<file path="src/rtl/tu_pkg.sv">
package tu_pkg;
  typedef enum logic [1:0] {
    TU_IDLE  = 2'd0,
    TU_READ  = 2'd1,
    TU_WRITE = 2'd2,
    TU_DONE  = 2'd3
  } tu_state_e;
endpackage

</file>
<file path="src/rtl/tu_ctrl.sv">
module tu_ctrl
  import tu_pkg::*;
(
  input  logic clk,
  input  logic rst_n,
  input  logic start,
  input  logic nonempty,
  input  logic at_floor,
  input  logic mem_ack,
  output logic load,
  output logic take_rd,
  output logic req,
  output logic we,
  output logic done,
  output logic busy
);
  tu_state_e state_q, state_d;

  always_comb begin
    state_d = state_q;
    case (state_q)
      TU_IDLE:  if (start) state_d = nonempty ? TU_READ : TU_DONE;
      TU_READ:  if (mem_ack) state_d = TU_WRITE;
      TU_WRITE: if (mem_ack) state_d = at_floor ? TU_DONE : TU_READ;
      TU_DONE:  state_d = TU_IDLE;
      default:  state_d = TU_IDLE;
    endcase
  end

  always_ff @(posedge clk or negedge rst_n) begin
    if (!rst_n) state_q <= TU_IDLE;
    else        state_q <= state_d;
  end

  always_comb begin
    load    = (state_q == TU_IDLE) && start;
    take_rd = (state_q == TU_READ) && mem_ack;
    req     = (state_q == TU_READ) || (state_q == TU_WRITE);
    we      = (state_q == TU_WRITE);
    done    = (state_q == TU_DONE);
    busy    = (state_q != TU_IDLE);
  end
endmodule

</file>
<file path="src/rtl/tu_ptr.sv">
module tu_ptr #(
  parameter int AW = 16,
  parameter int DW = 32
) (
  input  logic          clk,
  input  logic          rst_n,
  input  logic          load,
  input  logic          take_rd,
  input  logic [AW-1:0] saved_tr,
  input  logic [AW-1:0] cur_tr,
  input  logic [DW-1:0] rdata,
  output logic          nonempty,
  output logic          at_floor,
  output logic [AW-1:0] top,
  output logic [AW-1:0] tgt,
  output logic [AW-1:0] rd_addr
);
  logic [AW-1:0] top_q, top_d;
  logic [AW-1:0] floor_q, floor_d;
  logic [AW-1:0] tgt_q, tgt_d;
  logic          top_en, floor_en, tgt_en;

  assign nonempty = cur_tr > saved_tr;

  always_comb begin
    top_en   = load || take_rd;
    floor_en = load;
    tgt_en   = take_rd;
    top_d    = load ? (nonempty ? cur_tr : saved_tr) : top_q - AW'(1);
    floor_d  = saved_tr;
    tgt_d    = rdata[AW-1:0];
  end

  always_ff @(posedge clk or negedge rst_n) begin
    if (!rst_n) begin
      top_q   <= '0;
      floor_q <= '0;
      tgt_q   <= '0;
    end else begin
      if (top_en)   top_q   <= top_d;
      if (floor_en) floor_q <= floor_d;
      if (tgt_en)   tgt_q   <= tgt_d;
    end
  end

  assign at_floor = (top_q == floor_q);
  assign top      = top_q;
  assign tgt      = tgt_q;
  assign rd_addr  = top_q - AW'(1);
endmodule

</file>
<file path="src/rtl/tu_fmt.sv">
module tu_fmt #(
  parameter int          AW      = 16,
  parameter int          DW      = 32,
  parameter int          TAG_W   = 2,
  parameter logic [TAG_W-1:0] REF_TAG = '0
) (
  input  logic [AW-1:0] addr,
  output logic [DW-1:0] word
);
  localparam int PAD_W = DW - TAG_W - AW;
  assign word = {REF_TAG, {PAD_W{1'b0}}, addr};
endmodule

</file>
<file path="src/rtl/trail_unwind.sv">
module trail_unwind #(
  parameter int          AW      = 16,
  parameter int          DW      = 32,
  parameter int          TAG_W   = 2,
  parameter logic [TAG_W-1:0] REF_TAG = '0
) (
  input  logic          clk,
  input  logic          rst_n,
  input  logic          start,
  input  logic [AW-1:0] saved_tr,
  input  logic [AW-1:0] cur_tr,
  output logic          busy,
  output logic          done,
  output logic [AW-1:0] tr_out,
  output logic          mem_req,
  output logic          mem_we,
  output logic [AW-1:0] mem_addr,
  output logic [DW-1:0] mem_wdata,
  input  logic [DW-1:0] mem_rdata,
  input  logic          mem_ack
);
  logic          load, take_rd, nonempty, at_floor;
  logic [AW-1:0] tgt, rd_addr;

  tu_ctrl u_ctrl (
    .clk(clk), .rst_n(rst_n), .start(start), .nonempty(nonempty),
    .at_floor(at_floor), .mem_ack(mem_ack), .load(load), .take_rd(take_rd),
    .req(mem_req), .we(mem_we), .done(done), .busy(busy)
  );

  tu_ptr #(.AW(AW), .DW(DW)) u_ptr (
    .clk(clk), .rst_n(rst_n), .load(load), .take_rd(take_rd),
    .saved_tr(saved_tr), .cur_tr(cur_tr), .rdata(mem_rdata),
    .nonempty(nonempty), .at_floor(at_floor), .top(tr_out),
    .tgt(tgt), .rd_addr(rd_addr)
  );

  tu_fmt #(.AW(AW), .DW(DW), .TAG_W(TAG_W), .REF_TAG(REF_TAG)) u_fmt (
    .addr(tgt), .word(mem_wdata)
  );

  assign mem_addr = mem_we ? tgt : rd_addr;
endmodule

</file>
<file path="config.mk">
export PLATFORM = sky130hd
export DESIGN_NAME = trail_unwind
export DESIGN_NICKNAME = d
export VERILOG_FILES = /design/src/rtl/tu_pkg.sv /design/src/rtl/tu_ctrl.sv /design/src/rtl/tu_ptr.sv /design/src/rtl/tu_fmt.sv /design/src/rtl/trail_unwind.sv
export SDC_FILE = /design/constraint.sdc
export NUM_CORES = 1
export LEC_CHECK = 0
export CORE_MARGIN = 2
export CORE_UTILIZATION = 40
export DETAILED_ROUTE_END_ITERATION = 8
export GPL_ROUTABILITY_DRIVEN = 0
export PLACE_DENSITY = 0.73
export SETUP_SLACK_MARGIN = 0.05
export SYNTH_ARGS = -nofsm -noshare
export SYNTH_HDL_FRONTEND = slang
export SYNTH_HIERARCHICAL = 1
export SYNTH_SLANG_ARGS = --single-unit
</file>
<file path="constraint.sdc">
create_clock -name clk -period 9 [get_ports clk]
set_input_delay 2.7 -clock clk [delete_from_list [all_inputs] [get_ports clk]]
set_output_delay 2.7 -clock clk [all_outputs]
set_load 0.01 [all_outputs]
</file>
==> results of run 1 <==
==> final timing paths <==
check	to	cells after the start
max	mem_addr[15]	7
min	u_ptr/floor_q[11]$_DFFE_PN0P_	1
max reg2reg	u_ptr/top[8]$_DFFE_PN0P_	8
min reg2reg	u_ptr/floor_q[11]$_DFFE_PN0P_	1
max in group asynchronous	u_ptr/tgt[3]$_DFFE_PN0P_	2
min in group asynchronous	u_ptr/top[11]$_DFFE_PN0P_	2
==> sequential cells by signal (all words and copies together), names as in the netlist <==
| signal | cells |
|---|---|
| u_ptr/floor_q | 16 |
| u_ctrl/state_q | 2 |
| u_ptr/tgt | 16 |
| u_ptr/top | 16 |
==> power by group <==
part	leakage [nW]	internal (mW)	switching [mW]	total, mW
registers	0.580	0.340	0.144	0.483
logic	1.37	0.546	0.359	0.905
clock network	0.0514	0.0831	0.0764	0.159
total	2.00	0.969	0.579	1.55
==> cell type report <==
cell class / count / share of cell area [%]
tap: 111 / 2.96
clock inverter: 2 / 0.799
clock buffer: 6 / 1.54
sequential: 50 / 26.6
multi-input combinational: 254 / 43.9
inverter: 23 / 1.84
timing repair buffer: 106 / 22.3
==> per-layer routing <==
layer | wire length [µm] | global-route usage, %
met5 | 0 | 0
met4 | 76 | 4.11
met3 | 458 | 2.65
met2 | 4160 | 28.5
met1 | 3990 | 23.9
==> placed cells by master, fill, tap and decap left out, types with 2 or more instances in the layout <==
| cell type | count |
|---|---|
| o21ai_0 | 3 |
| inv_1 | 23 |
| nor2_1 | 21 |
| a21o_1 | 2 |
| buf_4 | 3 |
| mux2i_1 | 19 |
| dfrtp_1 | 50 |
| clkdlybuf4s50_1 | 102 |
| nor4_1 | 4 |
| clkbuf_8 | 5 |
| a21oi_1 | 23 |
| nand3_1 | 6 |
| mux2_2 | 38 |
| conb_1 | 16 |
| nand2_1 | 11 |
| and2_1 | 4 |
| or4_1 | 2 |
| ha_1 | 22 |
| nand2b_1 | 3 |
| xnor2_1 | 28 |
| or3_1 | 2 |
| nor3_1 | 6 |
| nand4_1 | 7 |
| mux2_4 | 11 |
| xor2_1 | 14 |
==> metrics by stage <==
stage / util (%) / power, mW / setup WS, ps / instance area, µm² / instances
6_report: 51.6 / 1.55 / 3090 / 4700 / 552
5_1_grt: 51.6 / 1.65 / 2910 / 4700 / 552
4_1_cts: 51.6 / 1.56 / 3070 / 4700 / 552
3_5_place_dp: 50.4 / 1.40 / 3020 / 4590 / 544
3_3_place_gp: 50.4 / 1.37 / 3070 / 4590 / 544
2_1_floorplan: - / 1.05 / 4010 / 3750 / 379
==> cells by family (layout without fill, tap and decap cells) <==
logic type / Yosys count / count (layout) / share of synthesized area, %
compound gates: 34 / 34 / 5.38
flops: 50 / 50 / 33.8
xor+xnor: 42 / 42 / 9.95
other cells: 1 / 16 / 0.101
simple gates: 72 / 72 / 10.2
mux: 68 / 68 / 21.2
fa+ha+maj: 22 / 22 / 7.44
buf+inv: 75 / 137 / 11.9
==> results.ini, run 1 <==
[floorplanning]
die_w_um = 100
rows = 35
start_util_pct = 40.6
coreArea_um2 = 9110
floorplan.die_area_um2 = 10000
ioPinCount = 136
die_h_um = 100

[worst_hold_path]
hold_class = flop to flop
worstHoldStart = u_ptr/floor_q[11]$_DFFE_PN0P_

[cts]
cts.path.max_buffers = 2
clock_latency_ps = 300
cts_setup_buffers = 0
htreeDepth = 2
cts_buffers = 5
cts-root-buf = clkbuf_8
ctsHoldBuffers = 0
ctsResizeCount = 0
clk_pin_slew_ps = 100
cts.sinks = 50
cts_tree = built

[final_layout]
drive_gt1_share_pct = 14.5
nFillCells = 837
multi_input_area_um2 = 2060
nets = 530
diodes = 0
ff_latch_area_um2 = 1250
area_growth_pct = 27.0

[setup_path]
cp_data_arrival_time_ps = 3210
critPathSlowestCell = or4_1
crit_start = u_ptr/top[6]$_DFFE_PN0P_
r2r_slack_ps = 6570
crit_path_cell_trace = or4_1, or3_4, nor3_4, nand2_1, xnor2_1, mux2_2, clkdlybuf4s50_1
critPathMaxFanout = 8
rr_startpoint = u_ptr/top[0]$_DFFE_PN0P_
worstSetupEndpointType = output pin
crit_buf_inv = 1
cp-start-kind = flop
crit_family = simple AND/OR/NAND/NOR gates
slowest_delay_ps = 670
crit_type = flop to output pin
cp.required_ps = 6300

[run]
cap_violations = 0

[route]
routed_via_density = 5.03
remaining_drc_errors = 0
route.vias.total = 2775
wl_per_cell_um = 15.7
routed_wl_um = 8690
ant_nets = 0
dr.pass1.iters = 4
drtIter0Drc = 89

[logic_synthesis]
syn_avg_cell_area_um2 = 10.2
ys_warn_count = 6
synth_area_um2 = 3700
async_flop_share_pct = 100
synthTopCellsByCount = dfrtp_1 (50), mux2_2 (38), buf_4 (33)
synthCells = 364
synth_area_leaders = dfrtp_1 (34%), mux2_2 (12%), ha_1 (7.4%), buf_4 (6.7%), xnor2_1 (6.6%)
ys.flop_type = dfrtp_1
synth-seq-area-share_pct = 33.8
synth.most_common_cell = dfrtp_1
synth_edf_count = 0
synth_top_area_share_pct = 33.8
synth_top_area_cell = dfrtp_1
ys_ff_latch = 50
synth.distinct_cells = 40

[global_route]
grt_pass1_vias = 2730
grt_pass1_wl_um = 13900
antenna_found_initial = 0
grt_use_total_pct = 17.3
grt_max_degree = 51
overflow = 0

[timing]
finalMaxSlewViolations = 0
skew_ps = 12.0
fin_hold_ws_ps = 535
slew_headroom_pct = 25.5
rsz0062_at_grt = false
hold_viol = 0
tns_ps = 0
final.min_clock_period_ps = 5910
clock.fmax_ghz = 0.169
period_share_pct = 65.6
finalSetupViolCount = 0
tightest_slew_ps = 1120

[power_and_ir_drop]
leakagePower_nw = 2.00
ir_drop_mv = 0.102
p_per_area_nw_per_um2 = 329

[place]
portBuffers = 103
hpwlAfterDp_um = 6640

[outcome]
status = finished clean

Power figures use the tool's default switching activity.
==> run 2: changes to the inputs <==
==> constraint.sdc (replaced) <==
create_clock -name clk -period 5.7 [get_ports clk]
set_input_delay 1.71 -clock clk [delete_from_list [all_inputs] [get_ports clk]]
set_output_delay 1.71 -clock clk [all_outputs]
set_load 0.01 [all_outputs]
==> results.ini, run 2 (same netlist as run 1, synthesis figures left out) <==
[timing]
clock.fmax_ghz = 0.202
rsz0062_at_grt = false
tightest_slew_ps = 1070  ; -45.9 ps
skew_ps = 11.2  ; -0.841 ps
finalMaxSlewViolations = 0  ; unchanged
final.min_clock_period_ps = 4940
period_share_pct = 86.7
finalSetupViolCount = 0  ; unchanged
slew_headroom_pct = 28.5  ; +3.1 points
hold_viol = 0  ; unchanged
tns_ps = 0  ; unchanged

[power_and_ir_drop]
ir_drop_mv = 0.177  ; +74%
leakagePower_nw = 2.01  ; +0.52%
p_per_area_nw_per_um2 = 518  ; +57%

[setup_path]
cp_data_arrival_time_ps = 3230  ; +20 ps
crit_buf_inv = 1  ; unchanged
critPathMaxFanout = 8  ; unchanged
crit_path_cell_trace = or4_1, or3_4, nor3_4, nand2_1, xnor2_1, mux2_2, clkdlybuf4s50_1
cp-start-kind = flop
slowest_delay_ps = 690  ; +20 ps
cp.required_ps = 3990  ; -2310 ps
crit_type = flop to output pin
worstSetupEndpointType = output pin
critPathSlowestCell = or4_1
crit_family = simple AND/OR/NAND/NOR gates

[cts]
cts.path.max_buffers = 2  ; unchanged
cts_setup_buffers = 0  ; unchanged
cts-root-buf = clkbuf_8
clk_pin_slew_ps = 90  ; about the same
htreeDepth = 2  ; unchanged
cts.sinks = 50  ; unchanged
ctsResizeCount = 0  ; unchanged
clock_latency_ps = 310  ; about the same
cts_tree = built
ctsHoldBuffers = 0  ; unchanged
cts_buffers = 5  ; unchanged

[place]
dp.cells = 546  ; +0.37%
portBuffers = 103  ; unchanged
hpwlAfterDp_um = 6660  ; +0.21%

[route]
drtIter0Drc = 125  ; +40%
dr.pass1.iters = 4  ; unchanged
remaining_drc_errors = 0  ; unchanged
routed_wl_um = 8620  ; -0.82%
route.vias.total = 2781  ; +0.22%
wl_per_cell_um = 15.6  ; -1.2%
routed_via_density = 5.02  ; -0.15%
ant_nets = 0  ; unchanged

[global_route]
grt_pass1_wl_um = 13900  ; -0.14%
grt_pass1_vias = 2727  ; -0.11%
antenna_found_initial = 0  ; unchanged
grt_max_degree = 51  ; unchanged
overflow = 0  ; unchanged
grt_use_total_pct = 17.5  ; +0.24 points

[floorplanning]
rows = 35  ; unchanged
ioPinCount = 136  ; unchanged
die_h_um = 100  ; unchanged
floorplan.die_area_um2 = 10000  ; unchanged
die_w_um = 100  ; unchanged
start_util_pct = 40.6  ; unchanged
coreArea_um2 = 9110  ; unchanged

[final_layout]
area_growth_pct = 27.4
nets = 532  ; +0.38%
layout.cells.non_filler = 554  ; +0.36%
final_common_cell = clkdlybuf4s50_1
final_cell_mix = clkdlybuf4s50_1 (102), dfrtp_1 (50), mux2_2 (38)
diodes = 0  ; unchanged
drive_gt1_share_pct = 14.9  ; +0.39 points

[run]
cap_violations = 0  ; unchanged

[worst_hold_path]
hold_class = flop to flop

[outcome]
status = finished clean

-- run 2: changes by cell type in the layout (fill, tap and decap cells not counted), sizes merged --
cell / change
buf: +2
-- run 2: layout make-up --
| class | instances | area [µm²] |
|---|---|---|
| tap | 111 | 139 |
| clock inverter | 2 | 37.5 |
| fill | 819 | 4400 |
| inverter | 23 | 86.3 |
| sequential | 50 | 1250 |
| timing repair buffer | 108 | 1060 |
| multi-input combinational | 254 | 2060 |
| clock buffer | 6 | 72.6 |
-- run 2: final timing paths --
| path | startpoint | cells past startpoint | slack, ps | endpoint |
|---|---|---|---|---|
| max in group asynchronous | rst_n | 2 | 3760 | u_ptr/tgt[4]$_DFFE_PN0P_ |
| min in group asynchronous | rst_n | 2 | 1490 | u_ptr/tgt[11]$_DFFE_PN0P_ |
| max | u_ptr/top[6]$_DFFE_PN0P_ | 7 | 760 | mem_addr[15] |
| min reg2reg | u_ptr/floor_q[2]$_DFFE_PN0P_ | 1 | 540 | u_ptr/floor_q[2]$_DFFE_PN0P_ |
| max reg2reg | u_ptr/top[6]$_DFFE_PN0P_ | 6 | 3230 | u_ptr/top[15]$_DFFE_PN0P_ |
| min | u_ptr/floor_q[2]$_DFFE_PN0P_ | 1 | 540 | u_ptr/floor_q[2]$_DFFE_PN0P_ |
-- run 2: where the power goes --
part | switching, mW | internal (mW)
Clock | 0.120 | 0.131
Sequential | 0.228 | 0.536
Combinational | 0.562 | 0.864
-- run 2: worst register-to-register path: stages, from the launching register on --
cell	delay [ps]
dfrtp_1	540
or4_1	690
or3_4	410
nor3_4	290
nand3_2	120
xor2_1	180
mux2i_1	160
-- run 2: layer usage --
layer	up-vias	routed length [µm]	track usage (%)	share of wire, %
met2	105	4110	29.0	48
met4	0	119	4.43	1.4
met1	1319	3810	24.1	44
met5	-	0	0	0
li1	1346	-	-	-
met3	11	571	2.65	6.6
-- run 2: metrics by stage --
| stage | area [µm²] | utilization, % | power (mW) | setup WS (ps) | hold WS, ps |
|---|---|---|---|---|---|
| 2_1_floorplan | 3750 | - | 1.66 | 1700 | 499 |
| 3_3_place_gp | 4600 | 50.5 | 2.17 | 835 | 511 |
| 3_5_place_dp | 4600 | 50.5 | 2.21 | 862 | 518 |
| 4_1_cts | 4710 | 51.7 | 2.47 | 760 | 540 |
| 5_1_grt | 4710 | 51.7 | 2.61 | 616 | 555 |
| 6_report | 4710 | 51.7 | 2.44 | 757 | 537 |
